`config.mk`:
```
export PLATFORM = sky130hd
export DESIGN_NAME = accel_status_flags
export DESIGN_NICKNAME = d
export VERILOG_FILES = /design/src/rtl/accel_flags_pkg.sv /design/src/rtl/afm_rst_sync.sv /design/src/rtl/afm_axis_limit.sv /design/src/rtl/afm_st_tracker.sv /design/src/rtl/afm_sat_tracker.sv /design/src/rtl/accel_status_flags.sv
export SDC_FILE = /design/constraint.sdc
export NUM_CORES = 1
export LEC_CHECK = 0
export BUFFER_PORTS_ARGS = -buffer_cell sky130_fd_sc_hd__buf_2
export CORE_UTILIZATION = 42
export DETAILED_ROUTE_END_ITERATION = 16
export GPL_TIMING_DRIVEN = 1
export PLACE_DENSITY_LB_ADDON = 0.3
export SLEW_MARGIN = 20
export SYNTH_ARGS = -nofsm -noshare
export SYNTH_HDL_FRONTEND = slang
export SYNTH_SLANG_ARGS = --single-unit
export TNS_END_PERCENT = 30
```
`constraint.sdc`:
```
create_clock -name clk -period 0.8 [get_ports clk]
set_clock_uncertainty 0.05 [all_clocks]
set_input_delay 0.04 -clock clk [delete_from_list [all_inputs] [get_ports clk]]
set_output_delay 0.04 -clock clk [all_outputs]
set_load 0.02 [all_outputs]
```
`src/rtl/accel_flags_pkg.sv`:
```
package accel_flags_pkg;
  localparam int unsigned NUM_AXES = 3;
  typedef logic [NUM_AXES-1:0] axis_mask_t;
endpackage

```
`src/rtl/afm_rst_sync.sv`:
```
module afm_rst_sync (
  input  logic clk,
  input  logic rst_n,
  output logic rst_sync_n
);
  logic [1:0] stage_q;

  always_ff @(posedge clk or negedge rst_n) begin
    if (!rst_n) begin
      stage_q <= 2'b00;
    end else begin
      stage_q <= {stage_q[0], 1'b1};
    end
  end

  assign rst_sync_n = stage_q[1];
endmodule

```
`src/rtl/afm_axis_limit.sv`:
```
module afm_axis_limit #(
  parameter int SMP_W = 16,
  parameter int LIMIT = 2270
) (
  input  logic signed [SMP_W-1:0] smp,
  output logic                    over
);
  localparam logic [SMP_W:0] LIM_V = LIMIT[SMP_W:0];

  logic [SMP_W:0] ext;
  logic [SMP_W:0] mag;

  always_comb begin
    ext  = {smp[SMP_W-1], smp};
    mag  = smp[SMP_W-1] ? (~ext + 1'b1) : ext;
    over = (mag > LIM_V);
  end
endmodule

```
`src/rtl/afm_st_tracker.sv`:
```
module afm_st_tracker (
  input  logic clk,
  input  logic rst_n,
  input  logic chk_done,
  input  logic chk_pass,
  input  logic alarm_any,
  input  logic status_rd,
  output logic chk_cause,
  output logic alm_cause
);
  logic chk_d, chk_en, chk_q;
  logic alm_d, alm_en, alm_q;

  always_comb begin
    chk_en = chk_done;
    chk_d  = ~chk_pass;
    alm_en = alarm_any | status_rd;
    alm_d  = alarm_any;
  end

  always_ff @(posedge clk or negedge rst_n) begin
    if (!rst_n) begin
      chk_q <= 1'b0;
      alm_q <= 1'b0;
    end else begin
      if (chk_en) chk_q <= chk_d;
      if (alm_en) alm_q <= alm_d;
    end
  end

  assign chk_cause = chk_q;
  assign alm_cause = alm_q;
endmodule

```
`src/rtl/afm_sat_tracker.sv`:
```
module afm_sat_tracker
  import accel_flags_pkg::*;
(
  input  logic       clk,
  input  logic       rst_n,
  input  logic       smp_valid,
  input  axis_mask_t axis_over,
  input  logic       status_rd,
  output logic       sat_hit,
  output logic       sat_q
);
  logic sat_d, sat_en;

  always_comb begin
    sat_hit = smp_valid & (|axis_over);
    sat_en  = sat_hit | status_rd;
    sat_d   = sat_hit;
  end

  always_ff @(posedge clk or negedge rst_n) begin
    if (!rst_n) begin
      sat_q <= 1'b0;
    end else if (sat_en) begin
      sat_q <= sat_d;
    end
  end
endmodule

```
`src/rtl/accel_status_flags.sv`:
```
module accel_status_flags
  import accel_flags_pkg::*;
#(
  parameter int SMP_W      = 16,
  parameter int LIM_NARROW = 2270,
  parameter int LIM_WIDE   = 4540,
  parameter int WIDE_AXIS  = 2
) (
  input  logic                    clk,
  input  logic                    rst_n,
  input  logic                    smp_valid,
  input  logic signed [SMP_W-1:0] smp_x,
  input  logic signed [SMP_W-1:0] smp_y,
  input  logic signed [SMP_W-1:0] smp_z,
  input  logic                    chk_done,
  input  logic                    chk_pass,
  input  logic                    alarm_cont,
  input  logic                    alarm_static,
  input  logic                    status_rd,
  output logic                    st_flag,
  output logic                    sat_flag,
  output logic                    data_ok
);
  logic                    rst_sync_n;
  logic signed [SMP_W-1:0] smp_arr [NUM_AXES];
  axis_mask_t              axis_over;
  logic                    alarm_any;
  logic                    chk_cause;
  logic                    alm_cause;
  logic                    sat_hit;
  logic                    sat_q;

  afm_rst_sync u_rst (
    .clk        (clk),
    .rst_n      (rst_n),
    .rst_sync_n (rst_sync_n)
  );

  assign smp_arr[0] = smp_x;
  assign smp_arr[1] = smp_y;
  assign smp_arr[2] = smp_z;

  for (genvar a = 0; a < NUM_AXES; a++) begin : g_axis
    localparam int AX_LIMIT = (a == WIDE_AXIS) ? LIM_WIDE : LIM_NARROW;
    afm_axis_limit #(
      .SMP_W (SMP_W),
      .LIMIT (AX_LIMIT)
    ) u_lim (
      .smp  (smp_arr[a]),
      .over (axis_over[a])
    );
  end

  assign alarm_any = alarm_cont | alarm_static;

  afm_st_tracker u_st (
    .clk       (clk),
    .rst_n     (rst_sync_n),
    .chk_done  (chk_done),
    .chk_pass  (chk_pass),
    .alarm_any (alarm_any),
    .status_rd (status_rd),
    .chk_cause (chk_cause),
    .alm_cause (alm_cause)
  );

  afm_sat_tracker u_sat (
    .clk       (clk),
    .rst_n     (rst_sync_n),
    .smp_valid (smp_valid),
    .axis_over (axis_over),
    .status_rd (status_rd),
    .sat_hit   (sat_hit),
    .sat_q     (sat_q)
  );

  assign st_flag  = chk_cause | alm_cause;
  assign sat_flag = sat_q;
  assign data_ok  = ~sat_q;
endmodule

```
==> metrics list <==
- The count of buffers added on input and output ports is 58.
- The run finished, with violations left.
- Achievable frequency: 565 MHz
* EDFF count, synth: 0
- Counting every net in the synthesized netlist gives 226.
- Setup crit end kind: flop
* Number of slew-limit violations in the final report: 0
- Setup_tns: -1.36 ns
- Routed length per placed instance: 13.2 µm
- Minimum clock period: 1.77 ns
- Startpoint Class: input port
- Count of unique library cells instantiated by Yosys: 55
* Floorplan die height: 54.6 µm
- Cell count after synthesis: 167
- After detailed routing, the number of remaining DRC violations is 0.
* Final antenna-violating net count: 0
- Clock buffer count from CTS: 3
* Die span in x: 54.6 µm
- The Yosys step of the flow raised 0 warnings.
- Overflow left after global routing: 0
- Primary flip-flop cell chosen by synthesis mapping: sky130_fd_sc_hd__dfrtp_1
- Top-area cell type share of the netlist area: 10.8%
* Required time of the critical path: 0.88 ns
- Worst Path Arrival: 1.85 ns
* Total wirelength of the detailed-routed design: 4280 µm
- The final reports fail on negative hold slack, negative setup slack.
- CTS tree: yes
- Clock Path Buffers: 2
- Entering global routing, the biggest net connects 11 pins.
- Summing all flip-flop and latch instances after layout gives 125 µm².
- Via total after detailed routing: 1,817
* Worst vdd ir: 729 µV
- The tool flagged a number of max-cap violations equal to 0.
- Slack of the critical path: -0.969 ns
* Number of antenna violations at the first check in global routing: 0
* Clock transition at the register clock pins on the worst setup and hold paths after CTS: 0.04 ns
- Final Hold Vio Count: 1
- Share of the clock period used by the worst path after layout: 221%
- Counting flops with an async set or reset pin after synthesis yields a share of 100%.
- Std-Cell Core Area: 0.00254 mm²
* Library cell occupying the most area in the post-synthesis netlist: sky130_fd_sc_hd__dfrtp_1
* Wire length of the first global-routing pass: 6850 µm
- The pre-antenna-repair detailed-routing pass consisted of 4 iterations.
- Initial detailed-routing violation count: 36
- Setup violations remaining at the end of the flow were counted as 4.
- Area enclosed by the die boundary: 0.00298 mm²
- Hold buffer count at cts: 5
* P per Cell Area: 682 mW/mm²
* Area used by multi-input combinational logic: 0.00106 mm²
- Instance area after placement: 0.00196 mm²
- Finished Cell Area: 0.00213 mm²
- CTS sink cnt: 5
* Mean area per synthesized cell: 6.97 µm²
- The initial utilization of the core area, before any placement, comes to 45.7%.
- The mapped netlist covers 0.00116 mm².
- Category of the critical setup timing path: input port to flop
* Tot GR Track Use: 31.5%
- Total power of the final layout: 1.45 mW
- Final hold slack: -0.00589 ns
- Hold Crit Class: input port to flop
- Post-synthesis sequential area ratio: 10.8%
- The wire-length estimate of the detail-placed layout is 3230 µm.
* Root Driver: sky130_fd_sc_hd__clkbuf_4
* NumNets Final: 355
- Summed over all cells, the static leakage comes to 1.04 nW.
- After floorplanning, the core was divided into 18 placement rows.
* Layout overhead on the synthesized area: 83.2%
- At the later pin of the worst-skew pair, clock insertion delay measures 0.25 ns.
- Once layout is complete, the utilization of the core stands at 83.8%.
- The number of antenna diodes in the final layout is 0.
* RD Place Congestion: 0.822
* Unrepaired setup endpoints after global routing: yes
- The post-route netlist has 50.2% of its cells at a drive strength greater than 1.
* H-Tree Level Count: 1
- Leading cell types by total area after synthesis: sky130_fd_sc_hd__dfrtp_1, sky130_fd_sc_hd__nor2_1, sky130_fd_sc_hd__o21ai_0
- Via count of the first global-routing pass: 1,785
* Top fanout value on the critical path: 3
- Dividing the detail-routed via count by the number of cells gives 5.59.
- Pin placement for this block handled 59 I/O pins.
* Fillers: 158
- Synth Register Bits: 5
worst max-delay path, cell delays in order:
cell and delay, ns:
sky130_fd_sc_hd__buf_2 0.11, sky130_fd_sc_hd__inv_1 0.07, sky130_fd_sc_hd__ha_2 0.18, sky130_fd_sc_hd__nor4b_4 0.29, sky130_fd_sc_hd__buf_4 0.19, sky130_fd_sc_hd__nand4_1 0.12
sky130_fd_sc_hd__a21oi_2 0.16, sky130_fd_sc_hd__a41oi_1 0.08, sky130_fd_sc_hd__a21oi_2 0.14, sky130_fd_sc_hd__o2111ai_1 0.14, sky130_fd_sc_hd__o32a_1 0.34
repair_timing:
action | in CTS | in global routing
setup endpoints to repair | 4 | 6
setup buffers | 1 | 0
gates resized for setup | 12 | 10
endpoints found under the hold margin | 5 | 1
pin swaps | 1 | 0
cells in the final DEF, fill, tap and decap left out, types with 3 or more instances in the layout:
master and instances:
sky130_fd_sc_hd__nand2_1 16, sky130_fd_sc_hd__buf_4 64, sky130_fd_sc_hd__or3_1 3, sky130_fd_sc_hd__nand4_1 5
sky130_fd_sc_hd__buf_6 3, sky130_fd_sc_hd__nand3_1 5, sky130_fd_sc_hd__a21oi_1 4, sky130_fd_sc_hd__mux2i_1 4
sky130_fd_sc_hd__nor2_1 19, sky130_fd_sc_hd__clkbuf_4 3, sky130_fd_sc_hd__dlygate4sd3_1 4, sky130_fd_sc_hd__a31oi_1 5
sky130_fd_sc_hd__xnor2_1 3, sky130_fd_sc_hd__dfrtp_1 5, sky130_fd_sc_hd__xor2_1 5, sky130_fd_sc_hd__nand2b_1 4
sky130_fd_sc_hd__nor3_1 3, sky130_fd_sc_hd__o21ai_0 10, sky130_fd_sc_hd__inv_1 9, sky130_fd_sc_hd__o21ai_1 5
sky130_fd_sc_hd__buf_2 55
Yosys cell counts, types with 2 or more instances:
cell	count
sky130_fd_sc_hd__nor2_1	19
sky130_fd_sc_hd__nand2_1	17
sky130_fd_sc_hd__o21ai_0	13
sky130_fd_sc_hd__inv_1	10
sky130_fd_sc_hd__a21oi_1	6
sky130_fd_sc_hd__a31oi_1	5
sky130_fd_sc_hd__dfrtp_1	5
sky130_fd_sc_hd__nand3_1	5
sky130_fd_sc_hd__nand4_1	5
sky130_fd_sc_hd__xor2_1	5
sky130_fd_sc_hd__mux2i_1	4
sky130_fd_sc_hd__nand2b_1	4
sky130_fd_sc_hd__nor3_1	4
sky130_fd_sc_hd__clkbuf_1	3
sky130_fd_sc_hd__ha_1	3
sky130_fd_sc_hd__nor4_2	3
sky130_fd_sc_hd__o21ai_1	3
sky130_fd_sc_hd__or3_1	3
sky130_fd_sc_hd__xnor2_1	3
sky130_fd_sc_hd__a211o_1	2
sky130_fd_sc_hd__a211oi_1	2
sky130_fd_sc_hd__and3_1	2
sky130_fd_sc_hd__and3b_1	2
sky130_fd_sc_hd__nand4b_1	2
sky130_fd_sc_hd__nor2b_1	2
sky130_fd_sc_hd__nor3_2	2
sky130_fd_sc_hd__nor4bb_1	2
sky130_fd_sc_hd__o31ai_1	2
sky130_fd_sc_hd__or2_2	2
sky130_fd_sc_hd__or4_1	2
power breakdown:
group          internal (mW)  switching [mW]  leakage [nW]  total (mW)
logic                  0.468           0.401         0.971       0.869
registers              0.270         0.00989        0.0553       0.280
clock network          0.189           0.117        0.0150       0.306
path summary, 6_finish.rpt:
check / startpoint / to / slack, ns / depth (start not counted)
worst max-delay path: smp_x[0] / u_sat.sat_q / -0.97 / 11
worst min-delay path: alarm_static / u_st.alm_cause / -0.006 / 3
worst max register to register: u_sat.sat_q / u_sat.sat_q / -0.70 / 5
worst min register to register: u_rst.stage_q[1] / u_st.chk_cause / 0.01 / 0
max in group asynchronous: rst_n / u_rst.stage_q[0] / 0.52 / 2
min in group asynchronous: u_rst.stage_q[1] / u_st.chk_cause / 0.01 / 0
per-stage QoR:
stage,instances,setup WS [ns]
2_1_floorplan,167,-1.05
3_3_place_gp,315,-1.21
3_5_place_dp,315,-1.33
4_1_cts,325,-0.963
5_1_grt,325,-1.04
6_report,325,-0.969
logic make-up after synthesis:
kind of cell,after synthesis,share of synthesized area [%]
multiplexers,5,4.41
AO/OA/AOI/OAI,48,27.3
buffers and inverters,13,4.19
adder cells (fa/ha/maj),3,3.23
flip-flops,5,10.8
other,1,0.322
AND/OR/NAND/NOR,84,43.8
XOR/XNOR,8,6.02
metal layers:
| metal | up-vias | track usage, % | part of all wire (%) |
|---|---|---|---|
| met4 | 0 | 18.8 | 3.4 |
| met1 | 814 | 31.0 | 41 |
| met2 | 88 | 55.4 | 50 |
| met5 | - | 2.08 | 0 |
| li1 | 890 | - | - |
| met3 | 25 | 11.7 | 6.3 |
flip-flops by register name, summed over array words and instances (netlist names):
name,count
u_rst.stage_q,2
u_sat.sat_q,1
u_st.alm_cause,1
u_st.chk_cause,1
cell type report:
type,count,share of cell area [%]
Sequential cell,5,5.87
Multi-Input combinational cell,149,49.9
Clock buffer,4,1.23
Tap cell,30,1.76
Timing Repair Buffer,127,39.5
Inverter,10,1.76
No activity file was read; power rests on OpenSTA's default activity.
